### config.mk
export PLATFORM = sky130hd
export DESIGN_NAME = rps_ctrl
export DESIGN_NICKNAME = d
export VERILOG_FILES = /design/src/rtl/rps_pkg.sv /design/src/rtl/rps_por_stretch.sv /design/src/rtl/rps_pick.sv /design/src/rtl/rps_err_mon.sv /design/src/rtl/rps_ctrl.sv
export SDC_FILE = /design/constraint.sdc
export NUM_CORES = 1
export LEC_CHECK = 0
export ABC_AREA = 1
export BUFFER_PORTS_ARGS = -buffer_cell sky130_fd_sc_hd__buf_2
export CORE_MARGIN = 4
export CORE_UTILIZATION = 45
export DETAILED_ROUTE_END_ITERATION = 7
export GPL_TIMING_DRIVEN = 0
export PLACE_DENSITY = 0.79
export SLEW_MARGIN = 20
export SYNTH_ARGS = -nofsm -noshare
export SYNTH_HDL_FRONTEND = slang
export SYNTH_SLANG_ARGS = --single-unit
export TNS_END_PERCENT = 30
### constraint.sdc
create_clock -name clk -period 1.95 [get_ports clk]
set_clock_uncertainty 0.1 [all_clocks]
set_input_delay 0.195 -clock clk [delete_from_list [all_inputs] [get_ports clk]]
set_output_delay 0.195 -clock clk [all_outputs]
set_load 0.02 [all_outputs]
### src/rtl/rps_pkg.sv
package rps_pkg;
   typedef enum logic [1:0] {
      SQ_IDLE = 2'd0,
      SQ_UP   = 2'd1,
      SQ_DOWN = 2'd2
   } sq_state_t;
endpackage

### src/rtl/rps_por_stretch.sv
module rps_por_stretch #(
   parameter int POR_W = 8
) (
   input  logic             clk,
   input  logic             rst_n,
   input  logic [POR_W-1:0] len,
   output logic             done
);
   logic [POR_W-1:0] cnt_q;
   logic             done_q;

   always_ff @(posedge clk or negedge rst_n) begin
      if (!rst_n) begin
         cnt_q  <= '0;
         done_q <= 1'b0;
      end else if (!done_q) begin
         if (cnt_q == len) done_q <= 1'b1;
         else              cnt_q  <= cnt_q + POR_W'(1);
      end
   end

   assign done = done_q;

   AST_POR_STAYS_HIGH: assert property (@(posedge clk) disable iff (!rst_n) done_q |=> done_q);
endmodule

### src/rtl/rps_pick.sv
module rps_pick #(
   parameter int NUM_RES = 8,
   parameter int IDX_W   = 3
) (
   input  logic [NUM_RES-1:0]         req,
   input  logic [NUM_RES-1:0]         en,
   input  logic [NUM_RES-1:0]         rdy,
   input  logic [NUM_RES*NUM_RES-1:0] dep_flat,
   output logic                       up_vld,
   output logic [IDX_W-1:0]           up_idx,
   output logic                       dn_vld,
   output logic [IDX_W-1:0]           dn_idx
);
   logic [NUM_RES-1:0] up_ok;
   logic [NUM_RES-1:0] dn_ok;

   for (genvar i = 0; i < NUM_RES; i++) begin : g_res
      logic [NUM_RES-1:0] need;
      logic [NUM_RES-1:0] users;
      assign need = dep_flat[i*NUM_RES +: NUM_RES] & ~(NUM_RES'(1) << i);
      for (genvar j = 0; j < NUM_RES; j++) begin : g_user
         if (j == i) begin : g_self
            assign users[j] = 1'b0;
         end else begin : g_other
            assign users[j] = en[j] & dep_flat[j*NUM_RES + i];
         end
      end
      assign up_ok[i] = req[i] & ~en[i] & ((need & ~rdy) == '0);
      assign dn_ok[i] = ~req[i] & en[i] & (users == '0);
   end

   always_comb begin
      up_vld = 1'b0;
      up_idx = '0;
      for (int i = NUM_RES-1; i >= 0; i--) begin
         if (up_ok[i]) begin
            up_vld = 1'b1;
            up_idx = IDX_W'(i);
         end
      end
   end

   always_comb begin
      dn_vld = 1'b0;
      dn_idx = '0;
      for (int i = 0; i < NUM_RES; i++) begin
         if (dn_ok[i]) begin
            dn_vld = 1'b1;
            dn_idx = IDX_W'(i);
         end
      end
   end
endmodule

### src/rtl/rps_err_mon.sv
module rps_err_mon #(
   parameter int NUM_RES = 8
) (
   input  logic                       clk,
   input  logic                       rst_n,
   input  logic [NUM_RES-1:0]         req,
   input  logic [NUM_RES*NUM_RES-1:0] dep_flat,
   output logic                       err
);
   logic [NUM_RES-1:0] bad;
   logic               err_q;

   for (genvar i = 0; i < NUM_RES; i++) begin : g_chk
      logic [NUM_RES-1:0] need;
      assign need   = dep_flat[i*NUM_RES +: NUM_RES] & ~(NUM_RES'(1) << i);
      assign bad[i] = req[i] & ((need & ~req) != '0);
   end

   always_ff @(posedge clk or negedge rst_n) begin
      if (!rst_n) err_q <= 1'b0;
      else if (|bad) err_q <= 1'b1;
   end

   assign err = err_q;

   AST_ERR_STICKY: assert property (@(posedge clk) disable iff (!rst_n) err_q |=> err_q);
endmodule

### src/rtl/rps_ctrl.sv
module rps_ctrl #(
   parameter int NUM_RES = 8,
   parameter int TIME_W  = 8,
   parameter int POR_W   = 8
) (
   input  logic                       clk,
   input  logic                       rst_n,
   input  logic [POR_W-1:0]           por_len,
   input  logic [NUM_RES-1:0]         req_on,
   input  logic [NUM_RES*NUM_RES-1:0] dep_mask,
   input  logic [NUM_RES*TIME_W-1:0]  up_time,
   input  logic [NUM_RES*TIME_W-1:0]  dn_time,
   output logic [NUM_RES-1:0]         res_en,
   output logic [NUM_RES-1:0]         res_rdy,
   output logic                       clk_avail,
   output logic                       rst_ext_n,
   output logic                       dep_err
);
   import rps_pkg::*;

   localparam int IDX_W = (NUM_RES > 1) ? $clog2(NUM_RES) : 1;

   if (NUM_RES < 2 || NUM_RES > 32) begin : g_bad_res
      $error("rps_ctrl: NUM_RES must be within 2..32");
   end
   if (TIME_W < 1 || TIME_W > 16) begin : g_bad_time
      $error("rps_ctrl: TIME_W must be within 1..16");
   end
   if (POR_W < 1 || POR_W > 24) begin : g_bad_por
      $error("rps_ctrl: POR_W must be within 1..24");
   end

   sq_state_t          state_q;
   logic [IDX_W-1:0]   cur_q;
   logic [TIME_W-1:0]  cnt_q;
   logic [NUM_RES-1:0] en_q;
   logic [NUM_RES-1:0] rdy_q;
   logic               por_done;
   logic               up_vld, dn_vld;
   logic [IDX_W-1:0]   up_idx, dn_idx;

   rps_por_stretch #(.POR_W(POR_W)) u_por (
      .clk  (clk),
      .rst_n(rst_n),
      .len  (por_len),
      .done (por_done)
   );

   rps_pick #(.NUM_RES(NUM_RES), .IDX_W(IDX_W)) u_pick (
      .req     (req_on),
      .en      (en_q),
      .rdy     (rdy_q),
      .dep_flat(dep_mask),
      .up_vld  (up_vld),
      .up_idx  (up_idx),
      .dn_vld  (dn_vld),
      .dn_idx  (dn_idx)
   );

   rps_err_mon #(.NUM_RES(NUM_RES)) u_err (
      .clk     (clk),
      .rst_n   (rst_n),
      .req     (req_on),
      .dep_flat(dep_mask),
      .err     (dep_err)
   );

   always_ff @(posedge clk or negedge rst_n) begin
      if (!rst_n) begin
         state_q <= SQ_IDLE;
         cur_q   <= '0;
         cnt_q   <= '0;
         en_q    <= '0;
         rdy_q   <= '0;
      end else begin
         case (state_q)
            SQ_IDLE: begin
               if (por_done && up_vld) begin
                  en_q[up_idx] <= 1'b1;
                  cnt_q        <= up_time[up_idx*TIME_W +: TIME_W];
                  cur_q        <= up_idx;
                  state_q      <= SQ_UP;
               end else if (por_done && dn_vld) begin
                  rdy_q[dn_idx] <= 1'b0;
                  cnt_q         <= dn_time[dn_idx*TIME_W +: TIME_W];
                  cur_q         <= dn_idx;
                  state_q       <= SQ_DOWN;
               end
            end
            SQ_UP: begin
               if (cnt_q == '0) begin
                  rdy_q[cur_q] <= 1'b1;
                  state_q      <= SQ_IDLE;
               end else begin
                  cnt_q <= cnt_q - TIME_W'(1);
               end
            end
            SQ_DOWN: begin
               if (cnt_q == '0) begin
                  en_q[cur_q] <= 1'b0;
                  state_q     <= SQ_IDLE;
               end else begin
                  cnt_q <= cnt_q - TIME_W'(1);
               end
            end
            default: state_q <= SQ_IDLE;
         endcase
      end
   end

   assign res_en    = en_q;
   assign res_rdy   = rdy_q;
   assign rst_ext_n = por_done;
   assign clk_avail = por_done & (req_on != '0) & ((req_on & ~rdy_q) == '0);

   AST_ONE_IN_MOTION: assert property (@(posedge clk) disable iff (!rst_n) $countones(en_q ^ rdy_q) <= 1);
   AST_RDY_NEEDS_EN: assert property (@(posedge clk) disable iff (!rst_n) (rdy_q & ~en_q) == '0);
   AST_NO_EN_IN_POR: assert property (@(posedge clk) disable iff (!rst_n) !por_done |-> (en_q == '0));

   for (genvar i = 0; i < NUM_RES; i++) begin : g_ast
      logic [NUM_RES-1:0] need_a;
      logic [NUM_RES-1:0] user_a;
      assign need_a = dep_mask[i*NUM_RES +: NUM_RES] & ~(NUM_RES'(1) << i);
      for (genvar j = 0; j < NUM_RES; j++) begin : g_u
         if (j == i) begin : g_s
            assign user_a[j] = 1'b0;
         end else begin : g_o
            assign user_a[j] = dep_mask[j*NUM_RES + i];
         end
      end
      AST_UP_AFTER_NEEDS: assert property (@(posedge clk) disable iff (!rst_n) $rose(en_q[i]) |-> ((need_a & ~rdy_q) == '0));
      AST_DOWN_AFTER_USERS: assert property (@(posedge clk) disable iff (!rst_n) $fell(rdy_q[i]) |-> ((user_a & en_q) == '0));
   end
endmodule

==> run_results.csv <==
group,metric,value,unit
outcome,status,"complete, but fails checks",
outcome,violations,"negative setup slack",
setup_path,r2r_cells,17,
die,io_pins,229,
route,routed_via_density,5.551,
clock_network,cts_tree,"done",
placement,io_buffers,217,
logic_synthesis,synthFlopType,"dfrtp_1",
final_layout,fill_cells,1064,
setup_path,crit_path_top_delay_cell,"dfrtp_2",
logic_synthesis,synth-seq-cells,39,
setup_path,cp-startpoint,"res_rdy[0]$_DFFE_PN0P_",
placement,gp_congestion,1.042,
route,routed_wl,22960,microns
setup_path,timing.rr.end,"cnt_q[0]$_DFFE_PN0P_",
setup_path,crit_chain,"buf_6 -> o21ai_1 -> nor2_1 -> nand2_2 -> nand2_4 -> nor2_8 -> a21oi_4 -> buf_6 -> buf_4 -> nand2_2 -> inv_1 -> nand2_1 -> nand2_1 -> nor2_2 -> nand2_1 -> nand2_1 -> nand2_1",
route,drc,0,
clock_network,clk_latency,0.29,ns
final_layout,antenna_cells,0,
die,die_h,116.4,microns
setup_path,cpMostUsedCell,"nand2_1",
sta,grt_setup_unrepaired,"true",
route,dr.pass1.iters,5,
global_routing,grt_use_total,31.59,%
logic_synthesis,synth-edff-count,0,
logic_synthesis,synth_warnings,0,
placement,post-dp-hpwl,16670,microns
clock_network,cts_root_buffer,"clkbuf_16",
setup_path,path_max_fanout,8,
global_routing,grt_pass1_wl,33510,microns
sta,finalMaxSlewViolations,0,
final_layout,stdcell_area,0.007836,sq mm
clock_network,cts.sinks,39,
setup_path,worstReg2RegStart,"res_rdy[0]$_DFFE_PN0P_",
placement,place_ws,-0.7118,ns
setup_path,cp-start-kind,"flip-flop",
die,fp.dieW,116.4,microns
logic_synthesis,postSynth.asyncResetShare,100.0,%
final_layout,final_nets,1431,
setup_path,r2r_slack,-0.51,ns
die,row_count,39,
sta,finalCriticalPeriod,2.464,ns
route,drt_iter0_markers,756,
min_path,hp-start,"req_on[2]",
global_routing,grt_pass1_vias,6750,
sta,timing.final.crit_share,126.4,%
logic_synthesis,synth.largest_area_cell,"nand2_1",
setup_path,max_stage_delay,0.47,ns
route,routedWlPerCell,16.90,microns
final_layout,areaGrowthSynthToFinish,48.10,%
final_layout,final_cell_mix,"nand2_1, buf_2, inv_1, nor2_1, nand3_1",
logic_synthesis,syn_area,0.005291,sq mm
logic_synthesis,seq_area_frac_synth,18.44,%
logic_synthesis,syn_area_per_cell,5.758,sq um
logic_synthesis,syn_inst,919,
die,die_area,0.01356,sq mm
sta,slew_headroom,37.03,%
route,antenna_left,0,
logic_synthesis,synth_top_area_share,19.15,%
clock_network,numCtsBuffers,5,
final_layout,multi_input_area,0.003881,sq mm
setup_path,end_kind,"flip-flop",
final_layout,final_common_cell,"nand2_1",
global_routing,grt.overflow.total,0,
power_and_ir_drop,power_density,1401,mW/mm^2
setup_path,arrival,2.54,ns
sta,max_freq,0.4058,GHz
logic_synthesis,synth_area_leaders,"nand2_1, dfrtp_1, inv_1",
placement,place_area,0.006636,sq mm
route,num_vias,7544,
min_path,whs_path_depth,3,
global_routing,grt_max_degree,40,
logic_synthesis,synth_cell_types,52,
clock_network,clk_pin_slew_worst_paths,0.06,ns
global_routing,antenna_found_initial,0,
clock_network,htree_levels,2,
power_and_ir_drop,peakVddDrop,775.7,uV
die,core-area,0.01147,sq mm
die,start_util,46.14,%
setup_path,cp.required,2.03,ns
logic_synthesis,synth_nets,1135,
flow_run,max_cap_violations,0,
sta,setup_slack,-0.5140,ns
setup_path,timing.critical_path.max_delay_family,"simple AND/OR/NAND/NOR gates",
power_and_ir_drop,leakagePower,0.004220,uW
sta,tightest_slew,0.9445,ns
setup_path,critPathKind,"flip-flop to flip-flop",
final_layout,seq_area,996.0,sq um
sta,hold_viol_final,0,
min_path,whs_endpoint,"u_err.err$_DFFE_PN0P_",
min_path,hp-class,"input pin to flip-flop",
final_layout,drive_gt1_share,38.32,%
sta,final-setup-viol-count,30,
clock_network,clk_path_buf_depth,2,
setup_path,worst-path-buf-inv,4,
==> power by group <==
group | internal, uW | switching [uW]
Clock | 509 | 350
Combinational | 3530 | 5030
Sequential | 1120 | 450
==> synth_stat cells, types with 12 or more instances <==
cell type  number
inv_1         118
nand2_2        12
nor2_1        109
inv_2          21
o21ai_1        18
a21oi_1        32
nand3_1        75
a31oi_1        16
dfrtp_1        39
o22ai_1        18
o21ai_0        58
nand2_1       270
==> registers in the layout, summed over array words and instances (netlist names) <==
name         flops
cnt_q            8
cur_q            3
state_q          2
u_err.err        1
res_rdy          8
res_en           8
u_por.done       1
u_por.cnt_q      8
==> metal layers <==
| metal | global-route usage [%] | routed length (microns) | up-vias |
|---|---|---|---|
| met5 | 0 | 0 | - |
| met4 | 14.69 | 1036 | 0 |
| met3 | 5.337 | 2505 | 79 |
| met2 | 52.02 | 10750 | 492 |
| met1 | 40.34 | 8670 | 3406 |
| li1 | - | - | 3567 |
==> area by class of cell <==
type	count	area share, %
Sequential cell	39	12.71
Inverter	145	7.760
Timing Repair Buffer	294	23.44
Timing Repair inverter	1	0.09580
Clock inverter	1	0.06387
Buffer	19	2.299
Clock buffer	7	1.820
Multi-Input combinational cell	710	49.53
Tap cell	143	2.283
==> worst min-delay path: cells and delay by family <==
family                 cells  cell delay (ns)
buffers and inverters      1             0.15
and+or+nand+nor            1             0.08
AOI/OAI and AO/OA          1             0.08
==> kinds of logic (layout without fill, tap and decap cells) <==
| group | count (synthesis) | in the layout | synth area share [%] |
|---|---|---|---|
| adder cells (fa/ha/maj) | 6 | 6 | 1.419 |
| AND/OR/NAND/NOR | 514 | 514 | 43.79 |
| multiplexers | 1 | 1 | 0.2128 |
| AO/OA/AOI/OAI | 177 | 177 | 19.96 |
| flip-flops | 39 | 39 | 18.44 |
| XOR/XNOR | 12 | 12 | 1.986 |
| buffers and inverters | 170 | 467 | 14.19 |
==> worst max-delay path by stage <==
stage,depth (start not counted),slack [ns],endpoint
2_1_floorplan,16,-0.17,cnt_q[3]$_DFFE_PN0P_
3_3_place_gp,13,-0.67,cnt_q[2]$_DFFE_PN0P_
3_5_place_dp,20,-0.71,cnt_q[2]$_DFFE_PN0P_
4_1_cts,18,-0.37,cnt_q[5]$_DFFE_PN0P_
5_1_grt,19,-0.63,cnt_q[5]$_DFFE_PN0P_
6_report,17,-0.51,cnt_q[0]$_DFFE_PN0P_
==> stage by stage <==
step	hold WS, ns	utilization [%]	std cells	TNS [ns]	power [uW]
detailed placement	0.2850	57.87	1279	-12.41	7893
CTS	0.1493	64.63	1332	-7.554	9918
global placement	0.2783	57.87	1279	-12.21	7812
floorplan	-0.2006	-	919	-2.101	6100
global route	0.1685	68.34	1359	-12.52	11700
finish	0.1549	68.34	1359	-9.739	10980
==> what timing repair did <==
action | in CTS | in global routing
gates resized for setup | 78 | 44
endpoints found under the setup margin | 31 | 31
endpoints found under the hold margin | 39 | 0
setup buffers | 48 | 25
pin swaps | 37 | 37
cloned | 1 | 3
hold buffers | 1 | 0
Power figures use the tool's default switching activity.
